--- config.mk ---
export PLATFORM = sky130hd
export DESIGN_NAME = rx_fill_tracker
export DESIGN_NICKNAME = d
export VERILOG_FILES = /design/src/rtl/rft_pkg.sv /design/src/rtl/rft_admit.sv /design/src/rtl/rft_bitmap.sv /design/src/rtl/rft_commit.sv /design/src/rtl/rx_fill_tracker.sv
export SDC_FILE = /design/constraint.sdc
export NUM_CORES = 1
export LEC_CHECK = 0
export BUFFER_PORTS_ARGS = -buffer_cell sky130_fd_sc_hd__buf_2
export CAP_MARGIN = 20
export CORE_MARGIN = 3
export CORE_UTILIZATION = 53
export DETAILED_ROUTE_END_ITERATION = 12
export GPL_ROUTABILITY_DRIVEN = 0
export GPL_TIMING_DRIVEN = 0
export PLACE_DENSITY = 0.68
export SYNTH_ARGS = -nofsm -noshare
export SYNTH_HDL_FRONTEND = slang
export SYNTH_HIERARCHICAL = 1
export SYNTH_SLANG_ARGS = --single-unit
--- constraint.sdc ---
create_clock -name clk -period 9.75 [get_ports clk]
set_input_delay 2.4375 -clock clk [delete_from_list [all_inputs] [get_ports clk]]
set_output_delay 2.4375 -clock clk [all_outputs]
set_load 0.02 [all_outputs]
--- src/rtl/rft_pkg.sv ---
package rft_pkg;
  // outcome of the admission checks for one offered segment
  typedef enum logic [1:0] {
    ADM_TAKE  = 2'd0,
    ADM_DROP  = 2'd1,
    ADM_FLOW  = 2'd2,
    ADM_RANGE = 2'd3
  } verdict_t;
endpackage

--- src/rtl/rft_admit.sv ---
module rft_admit
  import rft_pkg::*;
#(
  parameter int PTR_W    = 18,
  parameter int CHUNK_LG = 4,
  parameter int WIN_LG   = 6,
  parameter int LEN_W    = 11
) (
  input  logic                clk,
  input  logic                rst_n,
  input  logic                seg_valid,
  input  logic                seg_ready,
  input  logic [PTR_W-1:0]    seg_off,
  input  logic [LEN_W-1:0]    seg_len,
  input  logic                seg_fin,
  input  logic [PTR_W-1:0]    wr_ptr,
  input  logic [PTR_W-1:0]    rd_ptr,
  input  logic [WIN_LG-1:0]   head,
  input  logic                fin_seen,
  input  logic [PTR_W-1:0]    fin_pos,
  input  logic                done,
  output logic                mark_en,
  output logic [WIN_LG-1:0]   mark_idx,
  output logic [WIN_LG:0]     mark_cnt,
  output logic                fin_set,
  output logic [PTR_W-1:0]    fin_pos_new,
  output logic                flow_err,
  output logic                range_err
);
  localparam int CHUNK     = 1 << CHUNK_LG;
  localparam int WIN_BYTES = 1 << (WIN_LG + CHUNK_LG);

  logic [PTR_W-1:0] d_start, room, fin_dist;
  logic [PTR_W:0]   d_end;
  logic [LEN_W:0]   cnt_full;
  logic             misalign, overrun, outwin, past_fin, take;
  verdict_t         verdict;

  assign take     = seg_valid && seg_ready;
  assign d_start  = seg_off - wr_ptr;
  assign d_end    = {1'b0, d_start} + (PTR_W+1)'(seg_len);
  assign room     = rd_ptr - wr_ptr - PTR_W'(1);
  assign fin_dist = fin_pos - wr_ptr;

  assign misalign = (|d_start[CHUNK_LG-1:0]) || (!seg_fin && (|seg_len[CHUNK_LG-1:0]));
  assign overrun  = d_end > {1'b0, room};
  assign outwin   = d_end > (PTR_W+1)'(WIN_BYTES);
  assign past_fin = fin_seen && (d_end > {1'b0, fin_dist});

  always_comb begin
    if (done)                               verdict = ADM_DROP;
    else if (overrun)                       verdict = ADM_FLOW;
    else if (misalign || outwin || past_fin) verdict = ADM_RANGE;
    else                                    verdict = ADM_TAKE;
  end

  assign cnt_full    = ({1'b0, seg_len} + (LEN_W+1)'(CHUNK - 1)) >> CHUNK_LG;
  assign mark_en     = take && (verdict == ADM_TAKE);
  assign mark_idx    = head + d_start[CHUNK_LG +: WIN_LG];
  assign mark_cnt    = (WIN_LG+1)'(cnt_full);
  assign fin_set     = mark_en && seg_fin;
  assign fin_pos_new = seg_off + PTR_W'(seg_len);

  always_ff @(posedge clk or negedge rst_n) begin
    if (!rst_n) begin
      flow_err  <= 1'b0;
      range_err <= 1'b0;
    end else begin
      flow_err  <= take && (verdict == ADM_FLOW);
      range_err <= take && (verdict == ADM_RANGE);
    end
  end
endmodule

--- src/rtl/rft_bitmap.sv ---
module rft_bitmap #(
  parameter int WIN_LG = 6,
  parameter int SCAN   = 4,
  parameter int RUN_W  = $clog2(SCAN + 1)
) (
  input  logic              clk,
  input  logic              rst_n,
  input  logic              clr,
  input  logic              mark_en,
  input  logic [WIN_LG-1:0] mark_idx,
  input  logic [WIN_LG:0]   mark_cnt,
  input  logic [WIN_LG-1:0] head,
  output logic [RUN_W-1:0]  run_len
);
  localparam int WIN = 1 << WIN_LG;

  logic [WIN-1:0]  map_q, set_v, drop_v;
  logic [SCAN-1:0] look;

  for (genvar i = 0; i < WIN; i++) begin : g_bit
    localparam int unsigned IDX = i;
    logic [WIN_LG-1:0] rel_set, rel_head;
    assign rel_set   = WIN_LG'(IDX) - mark_idx;
    assign rel_head  = WIN_LG'(IDX) - head;
    assign set_v[i]  = mark_en && ({1'b0, rel_set} < mark_cnt);
    assign drop_v[i] = {1'b0, rel_head} < (WIN_LG+1)'(run_len);
  end

  for (genvar j = 0; j < SCAN; j++) begin : g_look
    localparam int unsigned OFS = j;
    assign look[j] = map_q[head + WIN_LG'(OFS)];
  end

  always_comb begin
    logic run;
    run     = 1'b1;
    run_len = '0;
    for (int j = 0; j < SCAN; j++) begin
      if (run && look[j]) run_len = run_len + RUN_W'(1);
      else                run     = 1'b0;
    end
  end

  always_ff @(posedge clk or negedge rst_n) begin
    if (!rst_n)   map_q <= '0;
    else if (clr) map_q <= '0;
    else          map_q <= (map_q | set_v) & ~drop_v;
  end
endmodule

--- src/rtl/rft_commit.sv ---
module rft_commit #(
  parameter int PTR_W    = 18,
  parameter int CHUNK_LG = 4,
  parameter int WIN_LG   = 6,
  parameter int RUN_W    = 3
) (
  input  logic              clk,
  input  logic              rst_n,
  input  logic              clr,
  input  logic [PTR_W-1:0]  rd_ptr,
  input  logic [RUN_W-1:0]  run_len,
  input  logic              fin_set,
  input  logic [PTR_W-1:0]  fin_pos_new,
  output logic [PTR_W-1:0]  wr_ptr,
  output logic [WIN_LG-1:0] head,
  output logic              fin_seen,
  output logic [PTR_W-1:0]  fin_pos,
  output logic              done
);
  logic [PTR_W-1:0] adv, fin_dist;

  assign adv      = PTR_W'(run_len) << CHUNK_LG;
  assign fin_dist = fin_pos - wr_ptr;

  always_ff @(posedge clk or negedge rst_n) begin
    if (!rst_n) begin
      wr_ptr   <= '0;
      head     <= '0;
      fin_seen <= 1'b0;
      fin_pos  <= '0;
      done     <= 1'b0;
    end else if (clr) begin
      wr_ptr   <= rd_ptr;
      head     <= '0;
      fin_seen <= 1'b0;
      done     <= 1'b0;
    end else begin
      if (!done) begin
        if (fin_seen && (fin_dist <= adv)) begin
          wr_ptr <= fin_pos;
          done   <= 1'b1;
        end else begin
          wr_ptr <= wr_ptr + adv;
          head   <= head + WIN_LG'(run_len);
        end
      end
      if (fin_set) begin
        fin_seen <= 1'b1;
        fin_pos  <= fin_pos_new;
      end
    end
  end
endmodule

--- src/rtl/rx_fill_tracker.sv ---
module rx_fill_tracker #(
  parameter int PTR_W    = 18,
  parameter int CHUNK_LG = 4,
  parameter int WIN_LG   = 6,
  parameter int SCAN     = 4,
  parameter int LEN_W    = 11
) (
  input  logic             clk,
  input  logic             rst_n,
  input  logic             clr,
  input  logic [PTR_W-1:0] rd_ptr,
  input  logic             seg_valid,
  output logic             seg_ready,
  input  logic [PTR_W-1:0] seg_off,
  input  logic [LEN_W-1:0] seg_len,
  input  logic             seg_fin,
  output logic [PTR_W-1:0] wr_ptr,
  output logic             fin_done,
  output logic [PTR_W-1:0] free_bytes,
  output logic             flow_err,
  output logic             range_err
);
  localparam int RUN_W = $clog2(SCAN + 1);

  logic [WIN_LG-1:0] head, mark_idx;
  logic [WIN_LG:0]   mark_cnt;
  logic [RUN_W-1:0]  run_len;
  logic [PTR_W-1:0]  fin_pos, fin_pos_new;
  logic              fin_seen, mark_en, fin_set;

  assign seg_ready  = !clr;
  assign free_bytes = rd_ptr - wr_ptr - PTR_W'(1);

  rft_admit #(
    .PTR_W(PTR_W), .CHUNK_LG(CHUNK_LG), .WIN_LG(WIN_LG), .LEN_W(LEN_W)
  ) u_admit (
    .clk(clk), .rst_n(rst_n),
    .seg_valid(seg_valid), .seg_ready(seg_ready),
    .seg_off(seg_off), .seg_len(seg_len), .seg_fin(seg_fin),
    .wr_ptr(wr_ptr), .rd_ptr(rd_ptr), .head(head),
    .fin_seen(fin_seen), .fin_pos(fin_pos), .done(fin_done),
    .mark_en(mark_en), .mark_idx(mark_idx), .mark_cnt(mark_cnt),
    .fin_set(fin_set), .fin_pos_new(fin_pos_new),
    .flow_err(flow_err), .range_err(range_err)
  );

  rft_bitmap #(
    .WIN_LG(WIN_LG), .SCAN(SCAN), .RUN_W(RUN_W)
  ) u_map (
    .clk(clk), .rst_n(rst_n), .clr(clr),
    .mark_en(mark_en), .mark_idx(mark_idx), .mark_cnt(mark_cnt),
    .head(head), .run_len(run_len)
  );

  rft_commit #(
    .PTR_W(PTR_W), .CHUNK_LG(CHUNK_LG), .WIN_LG(WIN_LG), .RUN_W(RUN_W)
  ) u_commit (
    .clk(clk), .rst_n(rst_n), .clr(clr), .rd_ptr(rd_ptr),
    .run_len(run_len), .fin_set(fin_set), .fin_pos_new(fin_pos_new),
    .wr_ptr(wr_ptr), .head(head), .fin_seen(fin_seen),
    .fin_pos(fin_pos), .done(fin_done)
  );
endmodule

==> results.yml <==
die:
  io_pins: 92
  die_w_um: 201
  die_area_mm2: 0.0403
  die_y_um: 201
  coreArea_mm2: 0.0370
  start_util_pct: 54.3
  row_count: 70
grt:
  antenna_found_initial: 0
  grt_pass1_vias: 18597
  grt_usage_pct: 32.1
  grt_pass1_wl_um: 103000
  grt_max_degree: 88
  grt_remaining_overflow: 0
synthesis:
  ys_ff_latch: 110
  syn_area_mm2: 0.0201
  synth_cells: 2432
  async_reset_ff_share_pct: 100
  synth_ff_type: "dfrtp_1"
  avgSynthCellArea_um2: 8.26
  synth_enable_flop_cells: 0
  synthDistinctLibCells: 111
  yosysWarnings: 6
  syn_nets: 2814
  synth-seq-area-share_pct: 13.7
setup_path:
  slowest_stage: "clkbuf_1"
  reg2reg_slack_ns: 1.25
  cp_top_family: "compound AO/OA/AOI/OAI gates"
  crit_path_start_kind: "input port"
  worstPathRequired_ns: 10.02
  crit_buf_inv: 4
  critical-path-max-stage-delay_ns: 0.47
  critPathCaptureType: "flop"
  setup.worst_path.class: "in -> reg"
  arrival_ns: 9.44
  critPathMaxFanout: 10
placement:
  placed_cell_area_mm2: 0.0212
  hpwl_um: 54400
  placement.setup.worst_slack_ns: -0.0490
  port_buffers: 91
sta:
  hold_viol_final: 0
  finalSetupViolCount: 0
  fin_ws_ns: 0.587
  timing.fmax_mhz: 109
  setup_tns_ns: 0
  rsz0062_at_grt: "false"
  skew_ns: 0.0156
  worst_slew_pin_slew_ns: 1.14
  fin_crit_sh_pct: 94.0
  drv_slew: 0
  fin_crit_ns: 9.16
  max_slew_margin_pct: 23.6
cells_and_area:
  nNetsFinal: 2921
  layout_common_cells: "ha_1 (321), inv_1 (227), a21oi_1 (209)"
  n_antenna_cell: 0
  syn_to_final_growth_pct: 7.48
  finalInstanceArea_mm2: 0.0216
  drive_gt1_share_pct: 10.5
  final_common_cell: "ha_1"
clock_tree:
  cts_tree: "done"
  clkLatencyLatePin_ns: 0.39
  clockBufferDepth: 2
  path_clk_slew_ns: 0.09
  clock_sinks: 110
  clockRootBuffer: "clkbuf_16"
  h-tree-depth: 3
  cts_hold_buf: 0
  cts_made_buffers: 9
  postCtsSetupRepairBufs: 0
power_and_ir_drop:
  ir_drop_v: 0.0000806
  leakage_nw: 10.0
  powerDensity_mw_per_mm2: 141
min_path:
  hp-class: "reg -> reg"
detailed_routing:
  routedWlPerCell_um: 22.0
  ant_nets: 0
  vias: 19446
  dr.pass1.iters: 6
  detail_route.vias_per_cell: 6.38
  drt_iter0_markers: 1752
  routed_wl_um: 67000
  drc: 0
run_status:
  status: "finished, final reports clean"
run:
  maxCapViolCount: 0
[where the power goes]
group,internal [mW],leakage [nW],total (mW),switching (mW)
logic,0.881,8.39,2.14,1.25
clock network,0.206,0.152,0.412,0.206
registers,0.465,1.49,0.487,0.0219
total,1.55,10.0,3.03,1.48
[per-layer routing]
metal | vias to the layer above | GRT usage [%] | wire [µm]
met5 | - | 0 | 0
met1 | 9167 | 38.1 | 26000
met3 | 265 | 5.22 | 4710
met4 | 0 | 19.0 | 4970
li1 | 9063 | - | -
met2 | 951 | 54.6 | 31200
[synth_stat cells (18+ instances only)]
master / number / share of area [%]
xor2_1: 58 / 2.5
mux2_2: 26 / 1.5
o21bai_1: 18 / 0.67
o21a_1: 64 / 2.4
xnor2_1: 167 / 7.3
nor2_1: 160 / 3.0
mux2i_1: 28 / 1.4
mux4_2: 50 / 5.6
nor3_1: 43 / 1.1
nand2_1: 157 / 2.9
a21o_1: 98 / 3.7
ha_1: 321 / 20
a211oi_1: 34 / 1.3
o21ai_0: 125 / 3.1
dfrtp_1: 110 / 14
a21oi_1: 209 / 5.2
inv_1: 228 / 4.3
nor2b_1: 41 / 1.3
a311oi_1: 20 / 0.87
clkbuf_1: 55 / 1.0
nand2b_1: 23 / 0.72
nand3_1: 37 / 0.92
[flip-flops by register name, summed over array words and instances, names as in the netlist]
signal / flops
u_admit/flow_err: 1
u_admit/range_err: 1
u_commit/done: 1
u_commit/fin_pos: 18
u_commit/fin_seen: 1
u_commit/head: 6
u_commit/wr_ptr: 18
u_map/map_q: 64
[area by class of cell]
cell class	count	area, µm²
repair buffers	96	552
plain buffers	91	437
clock buffers	9	225
multi-input cells	1996	16000
inverters	235	882
flip-flops and latches	110	2750
fillers	3439	15400
well taps	504	631
clock inverters	7	88.8
[worst register-to-register path, delay by kind of cell (launching register included)]
family,cells,cell delay [ns]
and+or+nand+nor,6,1.34
DFF,1,0.74
muxes,1,0.55
AOI/OAI and AO/OA,9,1.91
adders and majority gates,3,0.98
buffers and inverters,9,2.90
[cell families (layout without fill, tap and decap cells)]
family,after synthesis,after routing,share of synthesized area (%)
xor gates and xnor gates,232,232,10.4
and+or+nand+nor,575,575,14.2
adders and majority gates,332,332,21.0
AOI/OAI and AO/OA,749,749,25.1
muxes,108,108,8.93
DFF,110,110,13.7
buffers and inverters,326,438,6.56
[per-stage QoR]
step	utilization [%]	total power, mW	std cells	hold WS [ns]
floorplan	-	2.06	2432	0.489
global placement	57.3	2.51	3027	0.559
detailed placement	57.4	2.60	3029	0.562
CTS	58.3	3.02	3045	0.582
global route	58.4	3.32	3048	0.615
finish	58.4	3.03	3048	0.586
[worst paths after layout]
check	end	cells after the start	from
setup / recovery	u_commit/fin_pos[15]	30	seg_off[0]
hold / removal	u_commit/fin_seen	2	u_commit/fin_seen
setup reg to reg	u_commit/wr_ptr[2]	28	u_commit/head[2]
hold reg to reg	u_commit/fin_seen	2	u_commit/fin_seen
max in group asynchronous	u_commit/wr_ptr[7]	2	rst_n
min in group asynchronous	u_map/map_q[9]	1	rst_n
[repair_timing]
item,4_1_cts,5_1_grt
gates resized for setup,0,2
hold endpoints to repair,0,0
endpoints found under the setup margin,0,9
Power figures use the tool's default switching activity.
